[config.mk]
export PLATFORM = sky130hd
export DESIGN_NAME = pdm_ctrl
export DESIGN_NICKNAME = d
export VERILOG_FILES = /design/src/rtl/pdm_pkg.sv /design/src/rtl/pdm_seq.sv /design/src/rtl/pdm_regs.sv /design/src/rtl/pdm_ctrl.sv
export SDC_FILE = /design/constraint.sdc
export NUM_CORES = 1
export LEC_CHECK = 0
export BUFFER_PORTS_ARGS = -buffer_cell sky130_fd_sc_hd__buf_2
export CAP_MARGIN = 20
export CORE_MARGIN = 8
export CORE_UTILIZATION = 50
export DETAILED_ROUTE_END_ITERATION = 10
export GPL_TIMING_DRIVEN = 0
export PLACE_DENSITY = 0.81
export SETUP_SLACK_MARGIN = 0.15
export SYNTH_ARGS = -nofsm -noshare
export SYNTH_HDL_FRONTEND = slang
export SYNTH_HIERARCHICAL = 1
export SYNTH_SLANG_ARGS = --single-unit
[constraint.sdc]
create_clock -name clk -period 2.9 [get_ports clk]
set_clock_uncertainty 0.05 [all_clocks]
set_input_delay 0.58 -clock clk [delete_from_list [all_inputs] [get_ports clk]]
set_output_delay 0.58 -clock clk [all_outputs]
set_load 0.02 [all_outputs]
[src/rtl/pdm_pkg.sv]
`timescale 1ns/1ps
package pdm_pkg;
  typedef enum logic [1:0] {
    PH_IDLE     = 2'd0,
    PH_WAIT_PWR = 2'd1,
    PH_XFER     = 2'd2
  } domPhase_t;

  // per-domain strobes from the sequencer to the register datapath
  typedef struct packed {
    logic powerUp;
    logic commit;
  } seqStrobe_t;

  localparam logic [3:0] PAGE_GLOBAL = 4'h0;
  localparam logic [3:0] PAGE_DCTL   = 4'h1;
  localparam logic [3:0] PAGE_DSTAT  = 4'h2;
  localparam logic [1:0] BANK_MCTL   = 2'b01;
  localparam logic [1:0] BANK_MSTAT  = 2'b10;

  localparam logic [5:0] GREG_CMD    = 6'd0;
  localparam logic [5:0] GREG_BUSY   = 6'd1;
  localparam logic [5:0] GREG_PWRREQ = 6'd2;

  localparam int BIT_DNEXT = 0;
  localparam int BIT_PGOOD = 8;
  localparam int BIT_LRSTN = 8;
  localparam int BIT_FORCE = 31;
endpackage

[src/rtl/pdm_seq.sv]
`timescale 1ns/1ps
module pdm_seq
  import pdm_pkg::*;
#(
  parameter int ND          = 2,
  parameter int XFER_CYCLES = 3
) (
  input  logic                  clk,
  input  logic                  rstN,
  input  logic       [ND-1:0]   cmdHit,
  input  logic       [ND-1:0]   domNext,
  input  logic       [ND-1:0]   domPgood,
  input  logic       [ND-1:0]   domOn,
  output logic       [ND-1:0]   busy,
  output logic       [ND-1:0]   pwrReq,
  output seqStrobe_t [ND-1:0]   strb
);
  localparam int             CW   = $clog2(XFER_CYCLES + 1);
  localparam logic [CW-1:0]  LOAD = CW'(XFER_CYCLES - 1);

  for (genvar d = 0; d < ND; d++) begin : g_dom
    domPhase_t     phase;
    logic [CW-1:0] cnt;

    always_ff @(posedge clk or negedge rstN) begin
      if (!rstN) begin
        phase <= PH_IDLE;
        cnt   <= '0;
      end else begin
        case (phase)
          PH_IDLE: begin
            if (cmdHit[d]) begin
              if (!domOn[d] && domNext[d]) begin
                phase <= PH_WAIT_PWR;
              end else begin
                phase <= PH_XFER;
                cnt   <= LOAD;
              end
            end
          end
          PH_WAIT_PWR: begin
            if (domPgood[d]) begin
              phase <= PH_XFER;
              cnt   <= LOAD;
            end
          end
          PH_XFER: begin
            if (cnt == '0) phase <= PH_IDLE;
            else           cnt   <= cnt - CW'(1);
          end
          default: phase <= PH_IDLE;
        endcase
      end
    end

    assign busy[d]   = (phase != PH_IDLE);
    assign pwrReq[d] = (phase == PH_WAIT_PWR);
    assign strb[d]   = '{powerUp: (phase == PH_WAIT_PWR) && domPgood[d],
                         commit:  (phase == PH_XFER) && (cnt == '0)};
  end
endmodule

[src/rtl/pdm_regs.sv]
`timescale 1ns/1ps
module pdm_regs
  import pdm_pkg::*;
#(
  parameter int ND = 2,
  parameter int NM = 4
) (
  input  logic                 clk,
  input  logic                 rstN,
  input  logic                 regWe,
  input  logic      [11:0]     regAddr,
  input  logic      [31:0]     regWdata,
  output logic      [31:0]     regRdata,
  input  logic      [ND-1:0]   busy,
  input  logic      [ND-1:0]   pwrReq,
  input  seqStrobe_t [ND-1:0]  strb,
  output logic      [ND-1:0]   cmdHit,
  output logic      [ND-1:0]   domNext,
  output logic      [ND-1:0]   domPgood,
  output logic      [ND-1:0]   domOn,
  output logic      [NM-1:0]   modClkEn,
  output logic      [NM-1:0]   modRstN
);
  logic [5:0] domIdx;
  logic [7:0] modIdx;
  logic       gPage, dcPage, dsPage, mcBank, msBank;

  assign domIdx = regAddr[7:2];
  assign modIdx = regAddr[9:2];
  assign gPage  = (regAddr[11:8] == PAGE_GLOBAL);
  assign dcPage = (regAddr[11:8] == PAGE_DCTL);
  assign dsPage = (regAddr[11:8] == PAGE_DSTAT);
  assign mcBank = (regAddr[11:10] == BANK_MCTL);
  assign msBank = (regAddr[11:10] == BANK_MSTAT);

  logic unusedBits;
  assign unusedBits = ^{regWdata, regAddr[1:0]};

  logic [ND-1:0] dNextQ, dPgoodQ, dOnQ;
  logic [ND-1:0] commitVec, powerUpVec;
  logic [NM-1:0][1:0] mNextQ, mStateQ;
  logic [NM-1:0] mLrstNQ, mForceQ;

  for (genvar d = 0; d < ND; d++) begin : g_unpack
    assign commitVec[d]  = strb[d].commit;
    assign powerUpVec[d] = strb[d].powerUp;
  end

  assign cmdHit   = (regWe && gPage && domIdx == GREG_CMD) ? regWdata[ND-1:0] : '0;
  assign domNext  = dNextQ;
  assign domPgood = dPgoodQ;
  assign domOn    = dOnQ;

  always_ff @(posedge clk or negedge rstN) begin
    if (!rstN) begin
      dNextQ  <= '0;
      dPgoodQ <= '0;
      dOnQ    <= '0;
      mNextQ  <= '0;
      mStateQ <= '0;
      mLrstNQ <= '1;
      mForceQ <= '0;
    end else begin
      for (int d = 0; d < ND; d++) begin
        if (regWe && dcPage && domIdx == 6'(d)) begin
          dNextQ[d]  <= regWdata[BIT_DNEXT];
          dPgoodQ[d] <= regWdata[BIT_PGOOD];
        end
        if (powerUpVec[d]) dOnQ[d] <= 1'b1;
      end
      for (int m = 0; m < NM; m++) begin
        if (regWe && mcBank && modIdx == 8'(m)) begin
          mNextQ[m]  <= regWdata[1:0];
          mLrstNQ[m] <= regWdata[BIT_LRSTN];
          mForceQ[m] <= regWdata[BIT_FORCE];
        end
        // commit sees the control value held before this edge
        if (commitVec[m % ND]) mStateQ[m] <= mNextQ[m];
      end
    end
  end

  always_comb begin
    regRdata = '0;
    if (gPage) begin
      if (domIdx == GREG_BUSY)        regRdata = 32'(busy);
      else if (domIdx == GREG_PWRREQ) regRdata = 32'(pwrReq);
    end
    for (int d = 0; d < ND; d++) begin
      if (dcPage && domIdx == 6'(d)) regRdata = {23'b0, dPgoodQ[d], 7'b0, dNextQ[d]};
      if (dsPage && domIdx == 6'(d)) regRdata = {31'b0, dOnQ[d]};
    end
    for (int m = 0; m < NM; m++) begin
      if (mcBank && modIdx == 8'(m))
        regRdata = {mForceQ[m], 22'b0, mLrstNQ[m], 6'b0, mNextQ[m]};
      if (msBank && modIdx == 8'(m))
        regRdata = {19'b0, mStateQ[m][0], 10'b0, mStateQ[m]};
    end
  end

  for (genvar m = 0; m < NM; m++) begin : g_mod
    assign modClkEn[m] = mStateQ[m][0];
    assign modRstN[m]  = mLrstNQ[m] & mStateQ[m][1];
  end
endmodule

[src/rtl/pdm_ctrl.sv]
`timescale 1ns/1ps
module pdm_ctrl
  import pdm_pkg::*;
#(
  parameter int NUM_DOMAINS = 2,
  parameter int NUM_MODULES = 4,
  parameter int XFER_CYCLES = 3
) (
  input  logic                   clk,
  input  logic                   rstN,
  input  logic                   regWe,
  input  logic [11:0]            regAddr,
  input  logic [31:0]            regWdata,
  output logic [31:0]            regRdata,
  output logic [NUM_MODULES-1:0] modClkEn,
  output logic [NUM_MODULES-1:0] modRstN
);
  logic       [NUM_DOMAINS-1:0] cmdHit, domNext, domPgood, domOn, busy, pwrReq;
  seqStrobe_t [NUM_DOMAINS-1:0] strb;

  pdm_seq #(.ND(NUM_DOMAINS), .XFER_CYCLES(XFER_CYCLES)) u_seq (
    .clk      (clk),
    .rstN     (rstN),
    .cmdHit   (cmdHit),
    .domNext  (domNext),
    .domPgood (domPgood),
    .domOn    (domOn),
    .busy     (busy),
    .pwrReq   (pwrReq),
    .strb     (strb)
  );

  pdm_regs #(.ND(NUM_DOMAINS), .NM(NUM_MODULES)) u_regs (
    .clk      (clk),
    .rstN     (rstN),
    .regWe    (regWe),
    .regAddr  (regAddr),
    .regWdata (regWdata),
    .regRdata (regRdata),
    .busy     (busy),
    .pwrReq   (pwrReq),
    .strb     (strb),
    .cmdHit   (cmdHit),
    .domNext  (domNext),
    .domPgood (domPgood),
    .domOn    (domOn),
    .modClkEn (modClkEn),
    .modRstN  (modRstN)
  );
endmodule

## Word level (Yosys, flattened, before mapping)

Cells that the tools add are included.

- $add $sub $neg: 2
- Equal/unequal tests: 23
- Muxes and demuxes: 34
- Bitwise gates (word level): 4
- Reduce and logical (&&, ||, !) cells: 45

Operators by type and width:

| kind | count |
|---|---|
| $mux W32 | 14 |
| $mux W2 | 16 |
| $logic_and A1 B1 Y1 | 28 |
| $pmux W2 S3 | 4 |
| $eq A8 B2 Y1 const B | 2 |
| $ne A2 B2 Y1 const B | 8 |
| $reduce_and A5 Y1 | 2 |
| $eq A8 B1 Y1 const B | 1 |
| $logic_not A2 Y1 | 4 |
| $logic_not A8 Y1 | 1 |
| $eq A2 B1 Y1 const B | 3 |
| $eq A2 B2 Y1 const B | 3 |
| $eq A6 B1 Y1 const B | 1 |
| $eq A6 B2 Y1 const B | 1 |
| $logic_not A6 Y1 | 1 |
| $reduce_and A3 Y1 | 2 |
| $reduce_bool A3 Y1 | 2 |
| $and A1 B1 Y1 | 4 |
| $eq A4 B1 Y1 const B | 1 |
| $eq A4 B2 Y1 const B | 1 |
| $logic_not A4 Y1 | 1 |
| $ne A2 B1 Y1 const B | 2 |
| $reduce_bool A2 Y1 | 2 |
| $sub A2 B1 Y2 const B | 2 |
| $logic_not A1 Y1 | 2 |

- Register bits: 38
- Output and inout port bits: 40

## Logic depth before layout (Yosys ltp)

- Depth in word-level cells: 16
- Gate-level depth with buffers: 7
- Gate-level depth less buffers: 7

## Modules after synthesis

Netlist, hierarchy kept.

Modules (own cells, without submodules):

| module | instances | cells an instance | area an instance (um^2) | seq. area each (um^2) |
|---|---|---|---|---|
| pdm_regs | 1 | 175 | 1,904.3 | 755.7 |
| pdm_seq | 1 | 47 | 451.7 | 200.2 |

## Worst setup path after synthesis

Ideal clock, no wire load.

- Path type: input-to-output
- Start point: input port regAddr[7]
- End point: output port regRdata[12]
- Data arrival time: 2.713 ns
- Required time: 2.270 ns
- Setup slack: -0.443 ns
- Stages on the path: 3
- Path buffers: 0
- Cell sequence: or4_4 > or3_2 > a2111oi_0

- Longest elaborated chain between the ends: 14

RTL lines:

| item | RTL line | RTL |
|---|---|---|
| from (decl) | pdm_ctrl.sv:12 | `input logic [11:0] regAddr,` |
| $logic_not A6 Y1 | pdm_regs.sv:90, pdm_regs.sv:91 |  |
| $logic_and A1 B1 Y1 | pdm_regs.sv:90 | `if (dcPage && domIdx == 6'(d)) regRdata = {23'b0, dPgoodQ[d], 7'b0, dNextQ[d]};` |
| $mux W32 | pdm_regs.sv:90 |  |
| $mux W32 | pdm_regs.sv:91 | `if (dsPage && domIdx == 6'(d)) regRdata = {31'b0, dOnQ[d]};` |
| $mux W32 | pdm_regs.sv:90 |  |
| $mux W32 | pdm_regs.sv:91 |  |
| $mux W32 | pdm_regs.sv:94 | `if (mcBank && modIdx == 8'(m))` |
| $mux W32 | pdm_regs.sv:96 | `if (msBank && modIdx == 8'(m))` |
| $mux W32 | pdm_regs.sv:94 |  |
| $mux W32 | pdm_regs.sv:96 |  |
| $mux W32 | pdm_regs.sv:94 |  |
| $mux W32 | pdm_regs.sv:96 |  |
| $mux W32 | pdm_regs.sv:94 |  |
| $mux W32 * | pdm_regs.sv:96 |  |
| to (decl) | pdm_ctrl.sv:14 | `output logic [31:0] regRdata,` |

Mark *: on every way between the ends. The rest lies on a longest branch, timed or not.

## Final worst setup path

- Start point: input port regAddr[7]
- End point: output port regRdata[0]

- Longest elaborated chain between the ends: 16

RTL lines:

| item | RTL line | RTL |
|---|---|---|
| $eq A6 B2 Y1 | pdm_regs.sv:87 | `else if (domIdx == GREG_PWRREQ) regRdata = 32'(pwrReq);` |
| $mux W2 | pdm_regs.sv:87 |  |
| $mux W32 | pdm_regs.sv:86 | `if (domIdx == GREG_BUSY) regRdata = 32'(busy);` |
| $mux W32 | pdm_regs.sv:85 | `if (gPage) begin` |
| $mux W32 | pdm_regs.sv:90 |  |
| $mux W32 | pdm_regs.sv:91 |  |
| $mux W32 | pdm_regs.sv:90 |  |
| $mux W32 | pdm_regs.sv:91 |  |
| $mux W32 | pdm_regs.sv:94 |  |
| $mux W32 | pdm_regs.sv:96 |  |
| $mux W32 | pdm_regs.sv:94 |  |
| $mux W32 | pdm_regs.sv:96 |  |
| $mux W32 | pdm_regs.sv:94 |  |
| $mux W32 | pdm_regs.sv:96 |  |
| $mux W32 | pdm_regs.sv:94 |  |
| $mux W32 * | pdm_regs.sv:96 |  |

Marks and branches as above.

==> results.toml <==
[floorplanning]
rows = 25
die_area_mm2 = 0.00716
start_util = 0.509
coreArea_mm2 = 0.00463
die_w_um = 84.6
dieHeight_um = 84.6
io_pins = 87

[critical_path]
crit_arrival_ps = 2200
required_ps = 2270
criticalPathCategory = "input port to primary output"
r2r-start = "u_seq/g_dom[0].cnt[0]$_DFFE_PN0P_"
endpoint_kind = "primary output"
reg2reg_to = "u_regs/mStateQ[5]$_DFFE_PN0P_"
r2r_slack_ps = 1290
slowest_stage = "or4_4"
crit_start = "regAddr[7]"
reg2reg_depth = 5
path_max_fanout = 5
max_stage_delay_ps = 570
crit_path_start_kind = "input port"
crit_end = "regRdata[0]"
path_cells = "buf_6, or4_4, or3_4, o22ai_2, a32oi_1, o22ai_2, buf_6"

[power]
powerDensity_mw_per_mm2 = 457
leakage_nw = 1.46
ir_drop_mv = 0.371

[grt]
grt_start_max_net_pins = 39
grt_pass1_wl_um = 8880
grt_pass1_vias = 1835
antenna_found_initial = 0
overflow = 0
track_usage = 0.153

[synthesis]
postSynthCellCount = 222
synth_edf_count = 0
ys_seq_elements = 38
synth_top_area_frac = 0.361
synth_top_area_cell = "dfrtp_1"
yosysUniqueCellTypes = 54
synth_area_mm2 = 0.00236
avgSynthCellArea_um2 = 10.6
async_flop_share = 1.00
synth_area_leaders = "dfrtp_1 (36%), mux2_2 (12%), buf_4 (9.9%)"
ys.flop_type = "dfrtp_1"
ys_seq_area_frac = 0.406
synth_warnings = 6

[placed_design]
gp_congestion = 0.892
place_area_mm2 = 0.00270
portBuffers = 28
dp_hpwl_um = 4040

[sta]
finalSetupViolations = 0
fin_crit_ps = 2830
fin_crit_sh = 0.977
hold_viol = 0
tns_ps = 0
rsz0062_at_grt = "true"
relSlewSlack = 0.454
tightest_slew_ps = 819
finalMaxSlewViolations = 0
fmax_mhz = 353

[route]
avgRoutedWirePerCell_um = 15.5
drc = 0
wl_met2_um = 2520
wl_met3_um = 463
drtAntennaViolNets = 0
first_iter_violations = 137
drt-total-wl_um = 5300
vias_per_cell = 5.23
vias = 1790
dr.max_layer_used = "met4"
drtPass1Iterations = 4
drt-met1-wl_um = 2270

[outcome]
status = "finished clean"

[layout]
layout.nets = 336
final_area_mm2 = 0.00287
antenna_cells = 0
syn2layout_area_growth_pct = 21.8
nFillCells = 388
multi_input_area_mm2 = 0.00126
final_cell_mix = "buf_4 (36), dfrtp_1 (34), conb_1 (27), mux2_2 (25), buf_2 (24)"
seqCellArea_um2 = 956
drive_gt1_frac = 0.434
final_common_cell = "buf_4"

[clock_tree]
worstSkewPairLatency_ps = 290
max-clock-path-buffers = 2
clockRootBuffer = "clkbuf_8"
numCtsBuffers = 5
htreeDepth = 2
cts_tree = "built"
clkTransAtPathRegs_ps = 70
clock-sinks = 38
ctsHoldBuffers = 0

[run]
cap_violations = 0

[min_path]
hp-class = "input port to asynchronous set/reset pin"
## per-stage QoR
step	util	worst slack [ps]	hold slack (ps)	total power, mW	instances
floorplan	-	256	234	0.807	248
global placement	0.582	-17.6	429	0.862	330
detailed placement	0.582	-22.1	430	0.880	330
CTS	0.616	60.8	351	1.32	341
global route	0.620	25.1	393	1.38	342
finish	0.620	67.7	332	1.31	342
## how the worst min path moves through the flow
| stage | slack, ps | depth (start not counted) | endpoint | start |
|---|---|---|---|---|
| finish | 330 | 1 | u_regs/mForceQ[3]$_DFFE_PN0P_ | rstN |
| global route | 390 | 1 | u_regs/mForceQ[3]$_DFFE_PN0P_ | rstN |
| CTS | 350 | 1 | u_regs/mForceQ[3]$_DFFE_PN0P_ | rstN |
| detailed placement | 430 | 1 | u_regs/domOn[0]$_DFFE_PN0P_ | u_regs/domOn[0]$_DFFE_PN0P_ |
| global placement | 430 | 1 | u_regs/domOn[0]$_DFFE_PN0P_ | u_regs/domOn[0]$_DFFE_PN0P_ |
| floorplan | 230 | 0 | u_regs/domNext[0]$_DFFE_PN0P_ | rstN |
## synthesized netlist by cell type, types with 2 or more instances
| cell | n |
|---|---|
| inv_1 | 8 |
| nor2b_1 | 10 |
| a22oi_1 | 5 |
| nand3_1 | 2 |
| a21oi_1 | 8 |
| mux2_2 | 25 |
| o22ai_1 | 5 |
| and4_2 | 2 |
| buf_4 | 31 |
| nand2_1 | 11 |
| nor3_1 | 3 |
| nand3b_1 | 2 |
| o21ai_0 | 4 |
| and3_1 | 3 |
| mux2_4 | 5 |
| dfrtp_1 | 34 |
| clkbuf_1 | 3 |
| ha_1 | 2 |
| mux2i_1 | 2 |
| and3b_1 | 2 |
| or2_2 | 4 |
| dfstp_2 | 4 |
| nor2_1 | 7 |
| nand4_1 | 2 |
| and2_1 | 6 |
| nand2b_1 | 4 |
## what timing repair did
item                                    in CTS  in global routing
buffers inserted                             3                  1
endpoints found under the setup margin       3                  2
pin swaps                                    2                  0
hold endpoints to repair                     0                  0
resized for setup                            6                  4
## cells by family after synthesis
group,after synthesis,synth area share
buffers and inverters,43,0.121
flip-flops,38,0.406
other,1,0.00159
AO/OA/AOI/OAI,36,0.105
AND/OR/NAND/NOR,68,0.183
XOR/XNOR,1,0.00372
adder cells (fa/ha/maj),2,0.0106
multiplexers,33,0.169
## critical path: cells and delay by family
kind | cells | cell delay (ps)
compound gates | 3 | 430
buf+inv | 2 | 230
simple gates | 2 | 960
## state kept, by name (all words and copies together) (netlist names)
register,cells
u_regs/mLrstNQ,4
u_regs/mForceQ,4
u_regs/domOn,2
u_seq/g_dom.phase,4
u_regs/domPgood,2
u_regs/mNextQ,8
u_regs/domNext,2
u_seq/g_dom.cnt,4
u_regs/modClkEn,4
u_regs/mStateQ,4
## metal layers
layer  up-vias  GRT usage
li1        868          -
met1       837      0.184
met2        78      0.252
met3         7     0.0537
met4         0     0.0437
met5         -          0
## area by class of cell
cell class,count,area share
Clock buffer,5,0.0240
Clock inverter,3,0.0140
Tap cell,54,0.0235
Buffer,35,0.0894
Multi-Input combinational cell,167,0.439
Timing Repair Buffer,32,0.0667
Sequential cell,38,0.333
Inverter,8,0.0105
## power by group
part	total (mW)	leakage [nW]	internal [mW]	switching (mW)
registers	0.598	0.504	0.566	0.0321
clock network	0.436	0.0579	0.253	0.183
logic	0.277	0.895	0.125	0.152
total	1.31	1.46	0.944	0.367
(Power assumes the default switching activity.)
